--- config.mk ---
export PLATFORM = sky130hd
export DESIGN_NAME = irq_route_regs
export DESIGN_NICKNAME = d
export VERILOG_FILES = /design/src/rtl/irw_pkg.sv /design/src/rtl/irw_decode.sv /design/src/rtl/irw_entry.sv /design/src/rtl/irw_readmux.sv /design/src/rtl/irq_route_regs.sv
export SDC_FILE = /design/constraint.sdc
export NUM_CORES = 2
export LEC_CHECK = 0
export ABC_CLOCK_PERIOD_IN_PS = 7060
export BUFFER_PORTS_ARGS = -buffer_cell sky130_fd_sc_hd__buf_2
export CAP_MARGIN = 5
export CORE_ASPECT_RATIO = 0.8
export CORE_MARGIN = 10
export CORE_UTILIZATION = 50
export CTS_BUF_LIST = sky130_fd_sc_hd__clkbuf_2 sky130_fd_sc_hd__clkbuf_4 sky130_fd_sc_hd__clkbuf_8
export CTS_CLUSTER_DIAMETER = 60
export DETAILED_ROUTE_END_ITERATION = 10
export PLACE_DENSITY = 0.75
export SYNTH_ARGS = -nofsm -noshare
export SYNTH_HDL_FRONTEND = slang
export SYNTH_HIERARCHICAL = 1
export SYNTH_SLANG_ARGS = --single-unit
--- constraint.sdc ---
create_clock -name clk -period 7.06 [get_ports clk]
set_clock_uncertainty 0.2 [all_clocks]
set_input_delay 1.059 -clock clk [delete_from_list [all_inputs] [get_ports clk]]
set_output_delay 1.059 -clock clk [all_outputs]
set_load 0.02 [all_outputs]
--- src/rtl/irw_pkg.sv ---
// Shared constants and types for the indirect redirection-table window.
// Assumes a 32-bit data window and 64-bit redirection entries.
package irw_pkg;

    localparam int ENTRY_W = 64;
    localparam int HALF_W  = 32;

    // Byte offsets decoded from the low address byte
    localparam logic [7:0] OFF_SEL = 8'h00;
    localparam logic [7:0] OFF_WIN = 8'h10;

    // Select codes for the fixed registers and table base
    localparam logic [7:0] SEL_ID  = 8'h00;
    localparam logic [7:0] SEL_VER = 8'h01;
    localparam logic [7:0] SEL_ARB = 8'h02;
    localparam logic [7:0] SEL_TBL = 8'h10;

    // Entry field positions that the block's behaviour depends on
    localparam int B_DLV  = 12;
    localparam int B_RIRR = 14;
    localparam int B_TRIG = 15;
    localparam int B_MASK = 16;

    // ID field position inside the ID word
    localparam int ID_LSB = 24;
    localparam int ID_W   = 4;

    typedef enum logic [2:0] {
        WK_ID,
        WK_VER,
        WK_ARB,
        WK_TBL,
        WK_NONE
    } win_kind_e;

endpackage

--- src/rtl/irw_decode.sv ---
// Address and select decode for the register window.
// Holds the 8-bit select register and turns it into a window target,
// a table index, a half selector and per-entry write enables.
// Assumes PINS <= 120 so that every table index fits in seven bits.
module irw_decode
    import irw_pkg::*;
#(
    parameter int PINS   = 24,
    parameter int ADDR_W = 12,
    parameter int IDX_W  = 5
) (
    input  logic              clk,
    input  logic              rst_n,
    input  logic [ADDR_W-1:0] bus_addr,
    input  logic              bus_wr,
    input  logic [31:0]       bus_wdata,
    output logic [7:0]        sel_q,
    output logic              off_sel,
    output logic              off_win,
    output win_kind_e         kind,
    output logic [IDX_W-1:0]  tbl_idx,
    output logic              tbl_hi,
    output logic              wr_id,
    output logic [PINS-1:0]   wr_lo_vec,
    output logic [PINS-1:0]   wr_hi_vec
);

    localparam logic [6:0] PINS_L = 7'(PINS);

    logic [7:0] off;
    logic [7:0] rel;
    logic [6:0] raw_idx;
    logic       win_wr;

    // Low byte of the address is the only decoded part
    assign off     = bus_addr[7:0];
    assign off_sel = (off == OFF_SEL);
    assign off_win = (off == OFF_WIN);
    assign win_wr  = bus_wr && off_win;

    // Table index and half from the select value
    assign rel     = sel_q - SEL_TBL;
    assign raw_idx = rel[7:1];
    assign tbl_idx = raw_idx[IDX_W-1:0];
    assign tbl_hi  = sel_q[0];

    // Classify what the window currently reaches
    always_comb begin
        case (sel_q)
            SEL_ID:  kind = WK_ID;
            SEL_VER: kind = WK_VER;
            SEL_ARB: kind = WK_ARB;
            default: kind = (sel_q >= SEL_TBL && raw_idx < PINS_L) ? WK_TBL : WK_NONE;
        endcase
    end

    assign wr_id = win_wr && (kind == WK_ID);

    // Select register keeps only the low data byte
    always_ff @(posedge clk) begin
        if (!rst_n)
            sel_q <= '0;
        else if (bus_wr && off_sel)
            sel_q <= bus_wdata[7:0];
    end

    // One write enable per entry half
    for (genvar i = 0; i < PINS; i++) begin : g_wen
        assign wr_lo_vec[i] = win_wr && (kind == WK_TBL) && (tbl_idx == IDX_W'(i)) && !tbl_hi;
        assign wr_hi_vec[i] = win_wr && (kind == WK_TBL) && (tbl_idx == IDX_W'(i)) &&  tbl_hi;
    end

    // a select write stores the low byte of the data
    p_sel_byte_r1: assert property (@(posedge clk) disable iff (!rst_n)
        (bus_wr && off_sel) |=> (sel_q == $past(bus_wdata[7:0])));

    // at most one entry half is written per cycle
    p_one_wen_r5: assert property (@(posedge clk) disable iff (!rst_n)
        $onehot0({wr_lo_vec, wr_hi_vec}));

endmodule

--- src/rtl/irw_entry.sv ---
// One 64-bit redirection entry with software and status write paths.
// Software writes preserve the status bits; a write that leaves the entry
// in edge mode clears remote-IRR. Raises registered one-cycle strobes for
// a mask change and for a write that leaves the entry in level mode.
// Assumes at most one software half-write per cycle.
module irw_entry
    import irw_pkg::*;
(
    input  logic               clk,
    input  logic               rst_n,
    input  logic               wr_lo,
    input  logic               wr_hi,
    input  logic [HALF_W-1:0]  wdata,
    input  logic               stat_we,
    input  logic               stat_rirr,
    input  logic               stat_dlv,
    output logic [ENTRY_W-1:0] ent,
    output logic               mask_evt,
    output logic               lvl_evt
);

    logic [ENTRY_W-1:0] nxt;
    logic               sw_wr;

    assign sw_wr = wr_lo || wr_hi;

    // Next entry value: software data, preserved status, status load, edge clear
    always_comb begin
        nxt = ent;
        if (wr_lo) nxt[HALF_W-1:0]       = wdata;
        if (wr_hi) nxt[ENTRY_W-1:HALF_W] = wdata;
        nxt[B_DLV]  = ent[B_DLV];
        nxt[B_RIRR] = ent[B_RIRR];
        if (stat_we) begin
            nxt[B_DLV]  = stat_dlv;
            nxt[B_RIRR] = stat_rirr;
        end
        if (sw_wr && !nxt[B_TRIG])
            nxt[B_RIRR] = 1'b0;
    end

    // Entry storage; reset leaves only the mask bit set
    always_ff @(posedge clk) begin
        if (!rst_n) begin
            ent         <= '0;
            ent[B_MASK] <= 1'b1;
        end else begin
            ent <= nxt;
        end
    end

    // One-cycle strobes for mask change and level-mode rewrite
    always_ff @(posedge clk) begin
        if (!rst_n) begin
            mask_evt <= 1'b0;
            lvl_evt  <= 1'b0;
        end else begin
            mask_evt <= sw_wr && (nxt[B_MASK] != ent[B_MASK]);
            lvl_evt  <= sw_wr && nxt[B_TRIG];
        end
    end

    // software writes leave delivery status untouched
    p_dlv_kept_r6: assert property (@(posedge clk) disable iff (!rst_n)
        (sw_wr && !stat_we) |=> (ent[B_DLV] == $past(ent[B_DLV])));

    // after a software write, an edge entry has no remote-IRR
    p_edge_rirr_r7: assert property (@(posedge clk) disable iff (!rst_n)
        sw_wr |=> (ent[B_TRIG] || !ent[B_RIRR]));

    // a mask strobe always comes with a changed mask bit
    p_mask_evt_r10: assert property (@(posedge clk) disable iff (!rst_n)
        $rose(mask_evt) |-> (ent[B_MASK] != $past(ent[B_MASK])));

    // a level strobe only accompanies a level-mode entry
    p_lvl_evt_r11: assert property (@(posedge clk) disable iff (!rst_n)
        lvl_evt |-> ent[B_TRIG]);

endmodule

--- src/rtl/irw_readmux.sv ---
// Read data path of the register window.
// Chooses between the select register, the window targets and zero for
// undecoded offsets; the window returns all ones for selects with no target.
// Assumes the picked entry is valid whenever kind is WK_TBL.
module irw_readmux
    import irw_pkg::*;
#(
    parameter int         PINS    = 24,
    parameter logic [7:0] VERSION = 8'h11
) (
    input  logic               off_sel,
    input  logic               off_win,
    input  logic [7:0]         sel_q,
    input  win_kind_e          kind,
    input  logic               tbl_hi,
    input  logic [ID_W-1:0]    id_q,
    input  logic [ENTRY_W-1:0] ent_pick,
    output logic [HALF_W-1:0]  rdata
);

    localparam logic [7:0] MAXPIN = 8'(PINS - 1);

    logic [HALF_W-1:0] id_word;
    logic [HALF_W-1:0] ver_word;
    logic [HALF_W-1:0] win_word;

    assign id_word  = {{(HALF_W-ID_LSB-ID_W){1'b0}}, id_q, {ID_LSB{1'b0}}};
    assign ver_word = {8'h00, MAXPIN, 8'h00, VERSION};

    // Window value for the current select
    always_comb begin
        case (kind)
            WK_ID, WK_ARB: win_word = id_word;
            WK_VER:        win_word = ver_word;
            WK_TBL:        win_word = tbl_hi ? ent_pick[ENTRY_W-1:HALF_W] : ent_pick[HALF_W-1:0];
            default:       win_word = '1;
        endcase
    end

    // Offset selection for the bus read
    always_comb begin
        if (off_sel)      rdata = {24'h0, sel_q};
        else if (off_win) rdata = win_word;
        else              rdata = '0;
    end

endmodule

--- src/rtl/irq_route_regs.sv ---
// Top of the indirect redirection-table register window.
// Holds the ID register, instantiates one entry per pin, and encodes the
// per-entry strobes onto shared pin-index outputs.
// Assumes a single bus master and one status load per cycle.
module irq_route_regs
    import irw_pkg::*;
#(
    parameter int         PINS    = 24,
    parameter int         ADDR_W  = 12,
    parameter logic [7:0] VERSION = 8'h11,
    localparam int        IDX_W   = $clog2(PINS)
) (
    input  logic              clk,
    input  logic              rst_n,
    input  logic [ADDR_W-1:0] bus_addr,
    input  logic              bus_wr,
    input  logic [31:0]       bus_wdata,
    output logic [31:0]       bus_rdata,
    input  logic              stat_we,
    input  logic [IDX_W-1:0]  stat_pin,
    input  logic              stat_rirr,
    input  logic              stat_dlv,
    output logic              mask_evt,
    output logic [IDX_W-1:0]  mask_evt_pin,
    output logic              mask_evt_val,
    output logic              lvl_evt,
    output logic [IDX_W-1:0]  lvl_evt_pin
);

    logic [7:0]         sel_q;
    logic               off_sel;
    logic               off_win;
    win_kind_e          kind;
    logic [IDX_W-1:0]   tbl_idx;
    logic               tbl_hi;
    logic               wr_id;
    logic [PINS-1:0]    wr_lo_vec;
    logic [PINS-1:0]    wr_hi_vec;
    logic [ID_W-1:0]    id_q;
    logic [ENTRY_W-1:0] ent [PINS];
    logic [PINS*ENTRY_W-1:0] ent_flat;
    logic [PINS-1:0]    mask_vec;
    logic [PINS-1:0]    lvl_vec;
    logic [ENTRY_W-1:0] ent_pick;

    irw_decode #(.PINS(PINS), .ADDR_W(ADDR_W), .IDX_W(IDX_W)) u_dec (
        .clk       (clk),
        .rst_n     (rst_n),
        .bus_addr  (bus_addr),
        .bus_wr    (bus_wr),
        .bus_wdata (bus_wdata),
        .sel_q     (sel_q),
        .off_sel   (off_sel),
        .off_win   (off_win),
        .kind      (kind),
        .tbl_idx   (tbl_idx),
        .tbl_hi    (tbl_hi),
        .wr_id     (wr_id),
        .wr_lo_vec (wr_lo_vec),
        .wr_hi_vec (wr_hi_vec)
    );

    // ID register: 4 bits taken from data bits 27:24
    always_ff @(posedge clk) begin
        if (!rst_n)
            id_q <= '0;
        else if (wr_id)
            id_q <= bus_wdata[ID_LSB +: ID_W];
    end

    for (genvar i = 0; i < PINS; i++) begin : g_ent
        irw_entry u_ent (
            .clk       (clk),
            .rst_n     (rst_n),
            .wr_lo     (wr_lo_vec[i]),
            .wr_hi     (wr_hi_vec[i]),
            .wdata     (bus_wdata),
            .stat_we   (stat_we && (stat_pin == IDX_W'(i))),
            .stat_rirr (stat_rirr),
            .stat_dlv  (stat_dlv),
            .ent       (ent[i]),
            .mask_evt  (mask_vec[i]),
            .lvl_evt   (lvl_vec[i])
        );
        assign ent_flat[i*ENTRY_W +: ENTRY_W] = ent[i];
    end

    // Pick the entry addressed by the select register
    always_comb begin
        ent_pick = '0;
        for (int i = 0; i < PINS; i++)
            if (tbl_idx == IDX_W'(i)) ent_pick = ent[i];
    end

    // Encode per-entry strobes onto the shared outputs
    always_comb begin
        mask_evt_pin = '0;
        mask_evt_val = 1'b0;
        lvl_evt_pin  = '0;
        for (int i = 0; i < PINS; i++) begin
            if (mask_vec[i]) begin
                mask_evt_pin = IDX_W'(i);
                mask_evt_val = ent[i][B_MASK];
            end
            if (lvl_vec[i]) lvl_evt_pin = IDX_W'(i);
        end
    end

    assign mask_evt = |mask_vec;
    assign lvl_evt  = |lvl_vec;

    irw_readmux #(.PINS(PINS), .VERSION(VERSION)) u_rd (
        .off_sel  (off_sel),
        .off_win  (off_win),
        .sel_q    (sel_q),
        .kind     (kind),
        .tbl_hi   (tbl_hi),
        .id_q     (id_q),
        .ent_pick (ent_pick),
        .rdata    (bus_rdata)
    );

    // strobes name a single entry at a time
    p_one_strobe_r10: assert property (@(posedge clk) disable iff (!rst_n)
        $onehot0(mask_vec) && $onehot0(lvl_vec));

    // a window write with no target leaves every entry as it was
    p_oob_drop_r5: assert property (@(posedge clk) disable iff (!rst_n)
        (bus_wr && off_win && kind == WK_NONE && !stat_we) |=> $stable(ent_flat));

    // writes through the arbitration select never move the ID
    p_arb_ro_r3: assert property (@(posedge clk) disable iff (!rst_n)
        (bus_wr && off_win && kind == WK_ARB) |=> $stable(id_q));

endmodule

==> flow_summary.json <==
{
  "final_cell_mix": "mux2i_1 (1610), dfxtp_1 (1592), nor2b_1 (1514)",
  "grt-busiest-layer": "met2",
  "fin_cells": 9936,
  "vias_per_cell": 6.39,
  "crit_type": "reg2out",
  "setup-violations-final": 17,
  "grt_max_degree": 267,
  "finalNetCount": 7778,
  "cts_hold_buf": 0,
  "critPathRequiredTime_ns": 5.80,
  "placed_area_sq_mm": 0.0784,
  "crit_fanout": 39,
  "port_buffers": 95,
  "syn-cell-area_sq_mm": 0.0768,
  "clkLatencyLatePin_ns": 1.01,
  "multi_input_area_sq_mm": 0.0411,
  "min_delay_path_depth": 2,
  "vias": 63500,
  "die_y_um": 371,
  "p_leak_uw": 0.0254,
  "cp-start-kind": "flip-flop",
  "met2_usage": 0.453,
  "rsz0062_at_grt": "false",
  "grt_util_all_layers": 0.323,
  "irDropWorstVdd_mv": 0.193,
  "syn_inst": 7767,
  "grt_use_met3": 0.0931,
  "grt_util_met1": 0.433,
  "grt_pass1_vias": 61000,
  "synth_enable_flop_cells": 0,
  "place_inst": 9502,
  "hold_path.class": "reg2reg",
  "synth_seq_area_share": 0.416,
  "drt_iter0_markers": 9306,
  "synth.distinct_cells": 96,
  "htreeDepth": 4,
  "mostFrequentLayoutCell": "mux2i_1",
  "synthArstFlopShare": 0,
  "dp.final_hpwl_um": 182000,
  "die-area_sq_mm": 0.170,
  "syn_to_final_growth_pct": 8.90,
  "final-hold-violation-count": 0,
  "start_util": 0.504,
  "min_period_ns": 7.25,
  "core_sq_mm": 0.152,
  "routed_wl_um": 289000,
  "register_area_sq_mm": 0.0320,
  "pwr-share-seq": 0.509,
  "num-fill-cells": 13200,
  "wl_per_cell_um": 29.1,
  "intPower_uw": 13600,
  "violations": "negative setup slack",
  "p_clk_frac": 0.462,
  "drv_cap": 0,
  "power_density_mw_per_mm2": 212,
  "io_pins": 100,
  "synth_ff_type": "dfxtp_1",
  "final_max_slew_viol_count": 0,
  "worst-r2r-setup-slack_ns": 1.80,
  "pre_cts_slack_ns": 0.854,
  "drive_gt1_frac": 0.125,
  "outcome": "complete, but fails checks",
  "cts_tree": "yes",
  "cts-root-buf": "clkbuf_8",
  "p_comb_frac": 0.030,
  "cp.arrival_ns": 5.99,
  "clock-sinks": 1596,
  "tns_ns": -1.27,
  "grt_remaining_overflow": 0,
  "rows": 128,
  "avgSynthCellArea_sq_um": 9.89,
  "reg2reg_from": "u_dec/sel_q[2]$_SDFFE_PN0P_",
  "p_sw_uw": 4130,
  "fin_crit_sh": 1.03,
  "hold_start": "g_ent[9].u_ent/ent[27]$_SDFFE_PN0P_",
  "post_cts_resize_count": 2,
  "antenna_left": 0,
  "ys_ff_latch": 1596,
  "clockBufferDepth": 3,
  "yosysWarnings": 6,
  "gp_congestion": 0.942,
  "r2r_cells": 7,
  "tightest_slew_ns": 1.41,
  "clock.fmax_mhz": 138,
  "worst_slack_ns": -0.192,
  "cts.clk_slew.worst_paths_ns": 0.07,
  "slew_headroom": 0.0579,
  "die_w_um": 458,
  "grt_pass1_wl_um": 414000,
  "final_cell_area_sq_mm": 0.0836,
  "endpoint_kind": "output pin",
  "min_to": "g_ent[9].u_ent/ent[27]$_SDFFE_PN0P_",
  "post_cts_buffers": 0,
  "numCtsBuffers": 232,
  "r2r-end": "g_ent[11].u_ent/ent[45]$_SDFFE_PN0P_",
  "syn-num-nets": 7824,
  "antenna_found_initial": 31,
  "switching_share": 0.233,
  "drc": 0,
  "drtPass1Iterations": 9
}
-- how the worst max path moves through the flow --
stage	startpoint	end	slack, ns
finish	u_dec/sel_q[4]$_SDFFE_PN0P_	bus_rdata[2]	-0.19
global route	u_dec/sel_q[5]$_SDFFE_PN0P_	bus_rdata[11]	0.01
CTS	u_dec/sel_q[4]$_SDFFE_PN0P_	bus_rdata[27]	0.03
detailed placement	u_dec/sel_q[4]$_SDFFE_PN0P_	bus_rdata[29]	0.85
global placement	u_dec/sel_q[4]$_SDFFE_PN0P_	bus_rdata[29]	0.95
floorplan	u_dec/sel_q[4]$_SDFFE_PN0P_	bus_rdata[0]	2.89
-- synth_stat cells (37+ instances only) --
cell type	n	area [sq um]
a31oi_1	43	269
nor3_1	71	355
o22ai_1	149	932
buf_2	127	636
a221oi_1	44	385
dfxtp_1	1596	32000
nor4_1	52	325
nand2b_1	57	357
o221ai_1	39	342
nor2_1	193	724
nor2b_1	1518	9500
buf_4	74	556
nand2_1	274	1030
a21boi_0	57	428
a22oi_1	128	961
a21oi_1	310	1550
buf_6	155	1750
mux2i_1	1611	16100
clkbuf_1	245	920
and3_1	42	263
a211oi_1	43	323
nand3b_1	37	278
o21ai_0	229	1150
nand3_1	52	260
-- area by class of cell --
cell class | instances | share of cell area
clock buffers | 375 | 0.0560
flip-flops and latches | 1596 | 0.382
clock inverters | 45 | 0.00534
repair buffers | 361 | 0.0329
inverters | 33 | 0.00153
multi-input cells | 5497 | 0.491
well taps | 2015 | 0.0301
diodes | 14 | 0.000419
-- power by group through the flow --
stage	sequential [uW]	combinational, uW	clock, uW
2_1_floorplan	9210	244	0
3_3_place_gp	9210	495	0
3_5_place_dp	9210	500	0
4_1_cts	9010	502	8180
5_1_grt	9000	532	8600
6_report	9010	522	8170
-- stage by stage --
step                power (uW)  hold WS, ns  utilization
detailed placement        9710        0.291        0.514
global route             18100        0.328        0.548
floorplan                 9450        0.273            -
global placement          9700        0.287        0.514
finish                   17700        0.312        0.548
CTS                      17700        0.274        0.548
-- state kept, by name (all words and copies together) (netlist names) --
signal / flops
u_dec/sel_q: 8
id_q: 4
g_ent.u_ent/mask_evt: 24
g_ent.u_ent/lvl_evt: 24
g_ent.u_ent/ent: 1536
-- worst max-delay path, cell delays in order, from the launching register on --
cell and delay, ns:
dfxtp_1 0.39, inv_2 0.10, buf_4 0.47, buf_4 0.50, nor3b_4 0.62, nand2_2 0.41
o22ai_1 0.53, nor3_1 0.10, o21ai_0 0.31, a31oi_1 0.37, mux2i_1 0.55, o211ai_1 0.28
buf_2 0.27
-- cells by family (layout without fill, tap and decap cells) --
group	Yosys count	in the layout	share of synthesized area
AO/OA/AOI/OAI	1355	1355	0.116
XOR/XNOR	26	26	0.00297
adder cells (fa/ha/maj)	2	2	0.000326
buffers and inverters	674	814	0.0542
flip-flops	1596	1596	0.416
multiplexers	1665	1665	0.221
other	0	14	0
AND/OR/NAND/NOR	2449	2449	0.189
-- routing by layer --
layer | routed length, um | vias to the layer above
li1 | - | 27400
met5 | 158 | -
met3 | 38300 | 1012
met1 | 114000 | 30600
met2 | 115000 | 4455
met4 | 20400 | 26
No activity file was read; power rests on OpenSTA's default activity.
